### config.mk
export PLATFORM = sky130hd
export DESIGN_NAME = flowSeq
export DESIGN_NICKNAME = d
export VERILOG_FILES = /design/src/rtl/flowPkg.sv /design/src/rtl/flowCtrl.sv /design/src/rtl/flowPath.sv /design/src/rtl/flowSeq.sv
export SDC_FILE = /design/constraint.sdc
export NUM_CORES = 1
export LEC_CHECK = 0
export ABC_AREA = 1
export BUFFER_PORTS_ARGS = -buffer_cell sky130_fd_sc_hd__buf_2
export CORE_UTILIZATION = 60
export DETAILED_ROUTE_END_ITERATION = 10
export HOLD_SLACK_MARGIN = 0.12
export PLACE_DENSITY = 0.78
export SKIP_LAST_GASP = 1
export SLEW_MARGIN = 20
export SYNTH_ARGS = -nofsm -noshare
export SYNTH_HDL_FRONTEND = slang
export SYNTH_HIERARCHICAL = 1
export SYNTH_SLANG_ARGS = --single-unit
### constraint.sdc
create_clock -name clk -period 7.1 [get_ports clk]
set_input_delay 0.71 -clock clk [delete_from_list [all_inputs] [get_ports clk]]
set_output_delay 0.71 -clock clk [all_outputs]
set_load 0.01 [all_outputs]
### src/rtl/flowPkg.sv
package flowPkg;

  typedef enum logic [2:0] {
    SEL_INC,
    SEL_HOLD,
    SEL_SHORT,
    SEL_LONG,
    SEL_STACK
  } pcSel_e;

  typedef struct packed {
    pcSel_e sel;
    logic   push;
    logic   pop;
  } flowStrobe_t;

endpackage

### src/rtl/flowCtrl.sv
module flowCtrl
  import flowPkg::*;
#(
  parameter int INSTR_W = 16
) (
  input  logic               clk,
  input  logic               rstN,
  input  logic [INSTR_W-1:0] instrWord,
  input  logic               fileZero,
  input  logic               fileBit,
  output flowStrobe_t        strobe,
  output logic               stallReq,
  output logic               nopSlot,
  output logic               clearIntDis,
  output logic               litLoad
);

  localparam logic [2:0]         OP_BRANCH  = 3'b110;
  localparam logic [2:0]         OP_CALL    = 3'b111;
  localparam logic [7:0]         OP_LCALL   = 8'hB7;
  localparam logic [7:0]         OP_RETLIT  = 8'hB6;
  localparam logic [7:0]         OP_TSTZ    = 8'h33;
  localparam logic [4:0]         OP_SKPCLR  = 5'b10011;
  localparam logic [4:0]         OP_SKPSET  = 5'b10010;
  localparam logic [INSTR_W-1:0] W_RETURN   = INSTR_W'(16'h0002);
  localparam logic [INSTR_W-1:0] W_RETINT   = INSTR_W'(16'h0005);

  logic slotNop, slotAdv, skipTaken;

  always_comb begin
    strobe      = '{sel: SEL_INC, push: 1'b0, pop: 1'b0};
    stallReq    = 1'b0;
    skipTaken   = 1'b0;
    clearIntDis = 1'b0;
    litLoad     = 1'b0;
    if (slotNop) begin
      strobe.sel = slotAdv ? SEL_INC : SEL_HOLD;
    end else begin
      if (instrWord[INSTR_W-1 -: 3] == OP_BRANCH) begin
        strobe.sel = SEL_SHORT;
        stallReq   = 1'b1;
      end else if (instrWord[INSTR_W-1 -: 3] == OP_CALL) begin
        strobe.sel  = SEL_SHORT;
        strobe.push = 1'b1;
        stallReq    = 1'b1;
      end else if (instrWord[INSTR_W-1 -: 8] == OP_LCALL) begin
        strobe.sel  = SEL_LONG;
        strobe.push = 1'b1;
        stallReq    = 1'b1;
      end else if (instrWord[INSTR_W-1 -: 8] == OP_RETLIT) begin
        strobe.sel = SEL_STACK;
        strobe.pop = 1'b1;
        stallReq   = 1'b1;
        litLoad    = 1'b1;
      end else if (instrWord == W_RETURN || instrWord == W_RETINT) begin
        strobe.sel  = SEL_STACK;
        strobe.pop  = 1'b1;
        stallReq    = 1'b1;
        clearIntDis = (instrWord == W_RETINT);
      end else if (instrWord[INSTR_W-1 -: 8] == OP_TSTZ) begin
        skipTaken = fileZero;
      end else if (instrWord[INSTR_W-1 -: 5] == OP_SKPCLR) begin
        skipTaken = !fileBit;
      end else if (instrWord[INSTR_W-1 -: 5] == OP_SKPSET) begin
        skipTaken = fileBit;
      end
      if (skipTaken) stallReq = 1'b1;
    end
  end

  always_ff @(posedge clk or negedge rstN) begin
    if (!rstN) begin
      slotNop <= 1'b0;
      slotAdv <= 1'b0;
    end else begin
      slotNop <= stallReq;
      slotAdv <= skipTaken;
    end
  end

  assign nopSlot = slotNop;

  AST_SLOT_FOLLOWS: assert property (@(posedge clk) disable iff (!rstN)
    stallReq |=> nopSlot);
  AST_SLOT_INERT: assert property (@(posedge clk) disable iff (!rstN)
    nopSlot |-> !stallReq && !strobe.push && !strobe.pop);
  AST_PUSH_POP_EXCL: assert property (@(posedge clk) disable iff (!rstN)
    !(strobe.push && strobe.pop));
  AST_INTCLR_ON_POP: assert property (@(posedge clk) disable iff (!rstN)
    clearIntDis |-> strobe.pop && !litLoad);

endmodule

### src/rtl/flowPath.sv
module flowPath
  import flowPkg::*;
#(
  parameter int PC_W        = 16,
  parameter int INSTR_W     = 16,
  parameter int SHORT_W     = 13,
  parameter int LATCH_W     = 8,
  parameter int STACK_DEPTH = 16
) (
  input  logic               clk,
  input  logic               rstN,
  input  flowStrobe_t        strobe,
  input  logic [INSTR_W-1:0] instrWord,
  input  logic [LATCH_W-1:0] pcLatch,
  output logic [PC_W-1:0]    pcNext
);

  localparam int SP_W  = $clog2(STACK_DEPTH);
  localparam int HI_W  = PC_W - SHORT_W;
  localparam int LIT_W = PC_W - LATCH_W;

  logic [PC_W-1:0] pc, pcInc, shortTgt, longTgt, popAddr;
  logic [SP_W-1:0] sp, spDec;
  logic [PC_W-1:0] stackMem [STACK_DEPTH];

  assign pcInc    = pc + 1'b1;
  assign spDec    = sp - 1'b1;
  assign popAddr  = stackMem[spDec];
  assign shortTgt = {pcLatch[LATCH_W-1 -: HI_W], instrWord[SHORT_W-1:0]};
  assign longTgt  = {pcLatch, instrWord[LIT_W-1:0]};

  always_comb begin
    case (strobe.sel)
      SEL_HOLD:  pcNext = pc;
      SEL_SHORT: pcNext = shortTgt;
      SEL_LONG:  pcNext = longTgt;
      SEL_STACK: pcNext = popAddr;
      default:   pcNext = pcInc;
    endcase
  end

  always_ff @(posedge clk or negedge rstN) begin
    if (!rstN) begin
      pc <= '0;
      sp <= '0;
    end else begin
      pc <= pcNext;
      if (strobe.push)     sp <= sp + 1'b1;
      else if (strobe.pop) sp <= spDec;
    end
  end

  always_ff @(posedge clk) begin
    if (rstN && strobe.push) stackMem[sp] <= pcInc;
  end

  AST_SP_PUSH_STEP: assert property (@(posedge clk) disable iff (!rstN)
    strobe.push |=> sp == SP_W'($past(sp) + 1'b1));
  AST_SP_POP_STEP: assert property (@(posedge clk) disable iff (!rstN)
    strobe.pop |=> sp == SP_W'($past(sp) - 1'b1));
  AST_HOLD_KEEPS_PC: assert property (@(posedge clk) disable iff (!rstN)
    strobe.sel == SEL_HOLD |=> $stable(pc));

endmodule

### src/rtl/flowSeq.sv
module flowSeq
  import flowPkg::*;
#(
  parameter int PC_W        = 16,
  parameter int INSTR_W     = 16,
  parameter int SHORT_W     = 13,
  parameter int LATCH_W     = 8,
  parameter int STACK_DEPTH = 16,
  localparam int LIT_W      = PC_W - LATCH_W
) (
  input  logic               clk,
  input  logic               rstN,
  input  logic [INSTR_W-1:0] instrWord,
  input  logic               fileZero,
  input  logic               fileBit,
  input  logic [LATCH_W-1:0] pcLatch,
  output logic [PC_W-1:0]    pcNext,
  output logic               stallReq,
  output logic               nopSlot,
  output logic               stackPush,
  output logic               stackPop,
  output logic               clearIntDis,
  output logic               litLoad,
  output logic [LIT_W-1:0]   litValue
);

  flowStrobe_t strobe;

  flowCtrl #(.INSTR_W(INSTR_W)) uCtrl (
    .clk         (clk),
    .rstN        (rstN),
    .instrWord   (instrWord),
    .fileZero    (fileZero),
    .fileBit     (fileBit),
    .strobe      (strobe),
    .stallReq    (stallReq),
    .nopSlot     (nopSlot),
    .clearIntDis (clearIntDis),
    .litLoad     (litLoad)
  );

  flowPath #(
    .PC_W        (PC_W),
    .INSTR_W     (INSTR_W),
    .SHORT_W     (SHORT_W),
    .LATCH_W     (LATCH_W),
    .STACK_DEPTH (STACK_DEPTH)
  ) uPath (
    .clk       (clk),
    .rstN      (rstN),
    .strobe    (strobe),
    .instrWord (instrWord),
    .pcLatch   (pcLatch),
    .pcNext    (pcNext)
  );

  assign stackPush = strobe.push;
  assign stackPop  = strobe.pop;
  assign litValue  = instrWord[LIT_W-1:0];

endmodule

==> impl_metrics.csv <==
group,metric,value,unit
sta,fin_crit,4.91,ns
floorplanning,die_h,144,µm
synthesis,synthCells,1125,
place,gp_congestion,0.856,
sta,setup_viol,0,
place,place_hpwl,17500,µm
route,num_vias,8726,
floorplanning,rows,51,
final_layout,layout-drive-gt1-share,12.6,%
floorplanning,io_pins,58,
route,drt_iter0_markers,1097,
synthesis,ys_seq_elements,278,
cts,post_cts_resized,0,
global_route,grt_pass1_vias,8149,
route,vias_per_cell,6.02,
worst_setup_path,end_kind,"output port",
synthesis,yosys_warnings,6,
global_route,track_usage,30.3,%
sta,setup_ws,2.19,ns
power_and_ir_drop,clkPwrFrac,24.8,%
sta,finalCritPeriodShare,69.1,%
cts,clk_latency,0.53,ns
synthesis,syn_nets,1158,
cts,clock_path_buffers,3,
power_and_ir_drop,p_leak,5.08,nW
cts,post_cts_buffers,0,
power_and_ir_drop,power_frac_comb,37.6,%
worst_setup_path,critPathKind,"register to output port",
cts,cts_made_buffers,28,
hold_path,timing.hold.worst.class,"input port to async pin",
floorplanning,design.core.area,19700,µm²
synthesis,syn-mean-instance-area,10.8,µm²
route,drt-wirelength-per-cell,21.1,µm
power_and_ir_drop,ir_worst_vdd,0.411,mV
cts,htree_levels,1,
worst_setup_path,worstSetupStartpointType,"register",
flow_run,cap_violations,0,
global_route,grtUsageMet2,48.2,%
route,ant_nets,0,
worst_setup_path,cp_max_fo,76,
synthesis,synth_area,12100,µm²
cts,ctsRootBufferMaster,"clkbuf_16",
power_and_ir_drop,p_sw_share,39.4,%
power_and_ir_drop,power_density,419,nW/µm²
synthesis,ys_top_cells_by_area,"edfxtp_1 (63%), nand3_1 (11%), nand2_1 (11%)",
global_route,grt-busiest-layer,"met2",
sta,fmax,204,MHz
worst_setup_path,cp.required,6.39,ns
sta,rsz0062_at_grt,"no",
synthesis,synth_top_area_share,63.5,%
cts,cts_hold_buffers,0,
worst_setup_path,cp.arrival,4.20,ns
route,routed_wl,30600,µm
sta,worstMarginPinSlew,1.20,ns
synthesis,ys_seq_area_share,68.0,%
global_route,use_met1,40.0,%
power_and_ir_drop,pwr-share-seq,37.5,%
floorplanning,die_w,144,µm
route,drc,0,
floorplanning,die-area,20800,µm²
final_layout,final_nets,1196,
cts,clk_pin_slew,0.07,ns
cts,cts_tree,"done",
sta,finalSetupTns,0,ns
synthesis,synth_top_cell_by_area,"edfxtp_1",
global_route,antenna_found_initial,1,
place,numPortBuffers,57,
cts,clkSinkCount,278,
global_route,grt_max_degree,97,
power_and_ir_drop,p_int,3.43,mW
sta,max-slew-margin-rel,19.9,%
sta,drv_slew,0,
global_route,overflow,0,
global_route,grtUsageMet3,6.13,%
floorplanning,initial_core_util,61.6,%
sta,hold_violations,0,
route,dr.pass1.iters,5,
sta,skew,0.00974,ns
run_status,status,"completed",
power_and_ir_drop,netSwitchingPower,2.23,mW
synthesis,yosysUniqueCellTypes,29,
global_route,grt_pass1_wl,46000,µm
place,dp_slack,2.84,ns
final_layout,syn2layout_area_growth,11.3,%
==> layout make-up <==
type / instances / area (µm²)
diodes: 1 / 2.50
clock buffers: 32 / 737
clock inverters: 18 / 139
fillers: 1443 / 6170
inverters: 45 / 170
multi-input cells: 739 / 3470
flip-flops and latches: 278 / 8240
well taps: 265 / 332
repair buffers: 71 / 390
==> worst max-delay path: stages, from the launching register on <==
cell	delay [ns]
dfrtp_4	0.64
clkinv_2	0.61
buf_4	0.78
nand3_1	0.20
nand2_1	0.13
nand2_2	0.35
nand3_1	0.21
nand3_1	0.23
a21oi_1	0.28
buf_2	0.16
==> layer usage <==
layer	up-vias	routed length [µm]
met4	0	1240
met5	-	0
li1	3975	-
met1	4136	11600
met3	99	3240
met2	516	14500
==> power groups by stage <==
stage	sequential, mW	combinational (mW)	clock (mW)
3_3_place_gp	2.15	2.00	0
4_1_cts	2.12	2.07	1.42
5_1_grt	2.13	2.32	1.48
3_5_place_dp	2.15	2.05	0
2_1_floorplan	2.10	1.54	0
6_report	2.12	2.13	1.40
==> cells in the mapped netlist, drive strengths merged <==
cell type	n
o21ai	14
clkbuf	10
xnor2	1
o21a	1
nor2	58
a21oi	12
nor3	6
nand3	265
nand2	348
edfxtp	256
buf	53
dfrtp	22
o211ai	6
nand4	6
inv	45
ha	5
xor2	11
nand3b	6
==> path summary, 6_finish.rpt <==
check	start	endpoint	slack, ns	cells after the start
min in group clk	fileZero	uCtrl/slotAdv$_DFF_PN0_	0.45	3
min reg2reg	uCtrl/nopSlot$_DFF_PN0_	uCtrl/slotAdv$_DFF_PN0_	0.60	1
max reg2reg	uPath/sp[0]$_DFFE_PN0P_	uPath/stackMem[10][14]$_DFFE_PP_	3.47	6
max in group asynchronous	rstN	uPath/sp[0]$_DFFE_PN0P_	6.50	1
max	uPath/sp[0]$_DFFE_PN0P_	pcNext[8]	2.19	9
min	rstN	uPath/pc[3]$_DFF_PN0_	0.17	1
==> cells by family after synthesis <==
kind of cell	count (synthesis)	share of synthesized area [%]
simple gates	689	24.8
flops	278	68.0
buf+inv	108	4.28
compound gates	33	1.57
xor+xnor	12	0.868
fa+ha+maj	5	0.516
==> stage by stage <==
| stage | utilization, % | cells | instance area (µm²) | power, mW | hold WS, ns |
|---|---|---|---|---|---|
| 2_1_floorplan | - | 1125 | 12100 | 3.65 | 0.414 |
| 3_3_place_gp | 63.8 | 1398 | 12500 | 4.15 | 0.577 |
| 5_1_grt | 68.6 | 1449 | 13500 | 5.94 | 0.207 |
| 4_1_cts | 68.3 | 1448 | 13400 | 5.60 | 0.171 |
| 6_report | 68.6 | 1449 | 13500 | 5.66 | 0.170 |
| 3_5_place_dp | 63.8 | 1398 | 12500 | 4.20 | 0.588 |
==> flip-flops by register name (all words and copies together) (netlist names) <==
signal,count
uCtrl/nopSlot,1
uPath/sp,4
uPath/stackMem,256
uPath/pc,16
uCtrl/slotAdv,1
==> placed cells by master (no fill, tap or decap), drive strengths merged, types with 2 or more instances in the layout <==
cell type	Yosys	layout
a21oi	12	12
buf	53	71
bufinv	0	2
clkbuf	10	32
clkinv	0	15
dfrtp	22	22
edfxtp	256	256
ha	5	5
inv	45	46
nand2	348	348
nand3	265	265
nand3b	6	6
nand4	6	6
nor2	58	58
nor3	6	6
o211ai	6	6
o21ai	14	14
xor2	11	11
Power figures use the tool's default switching activity.
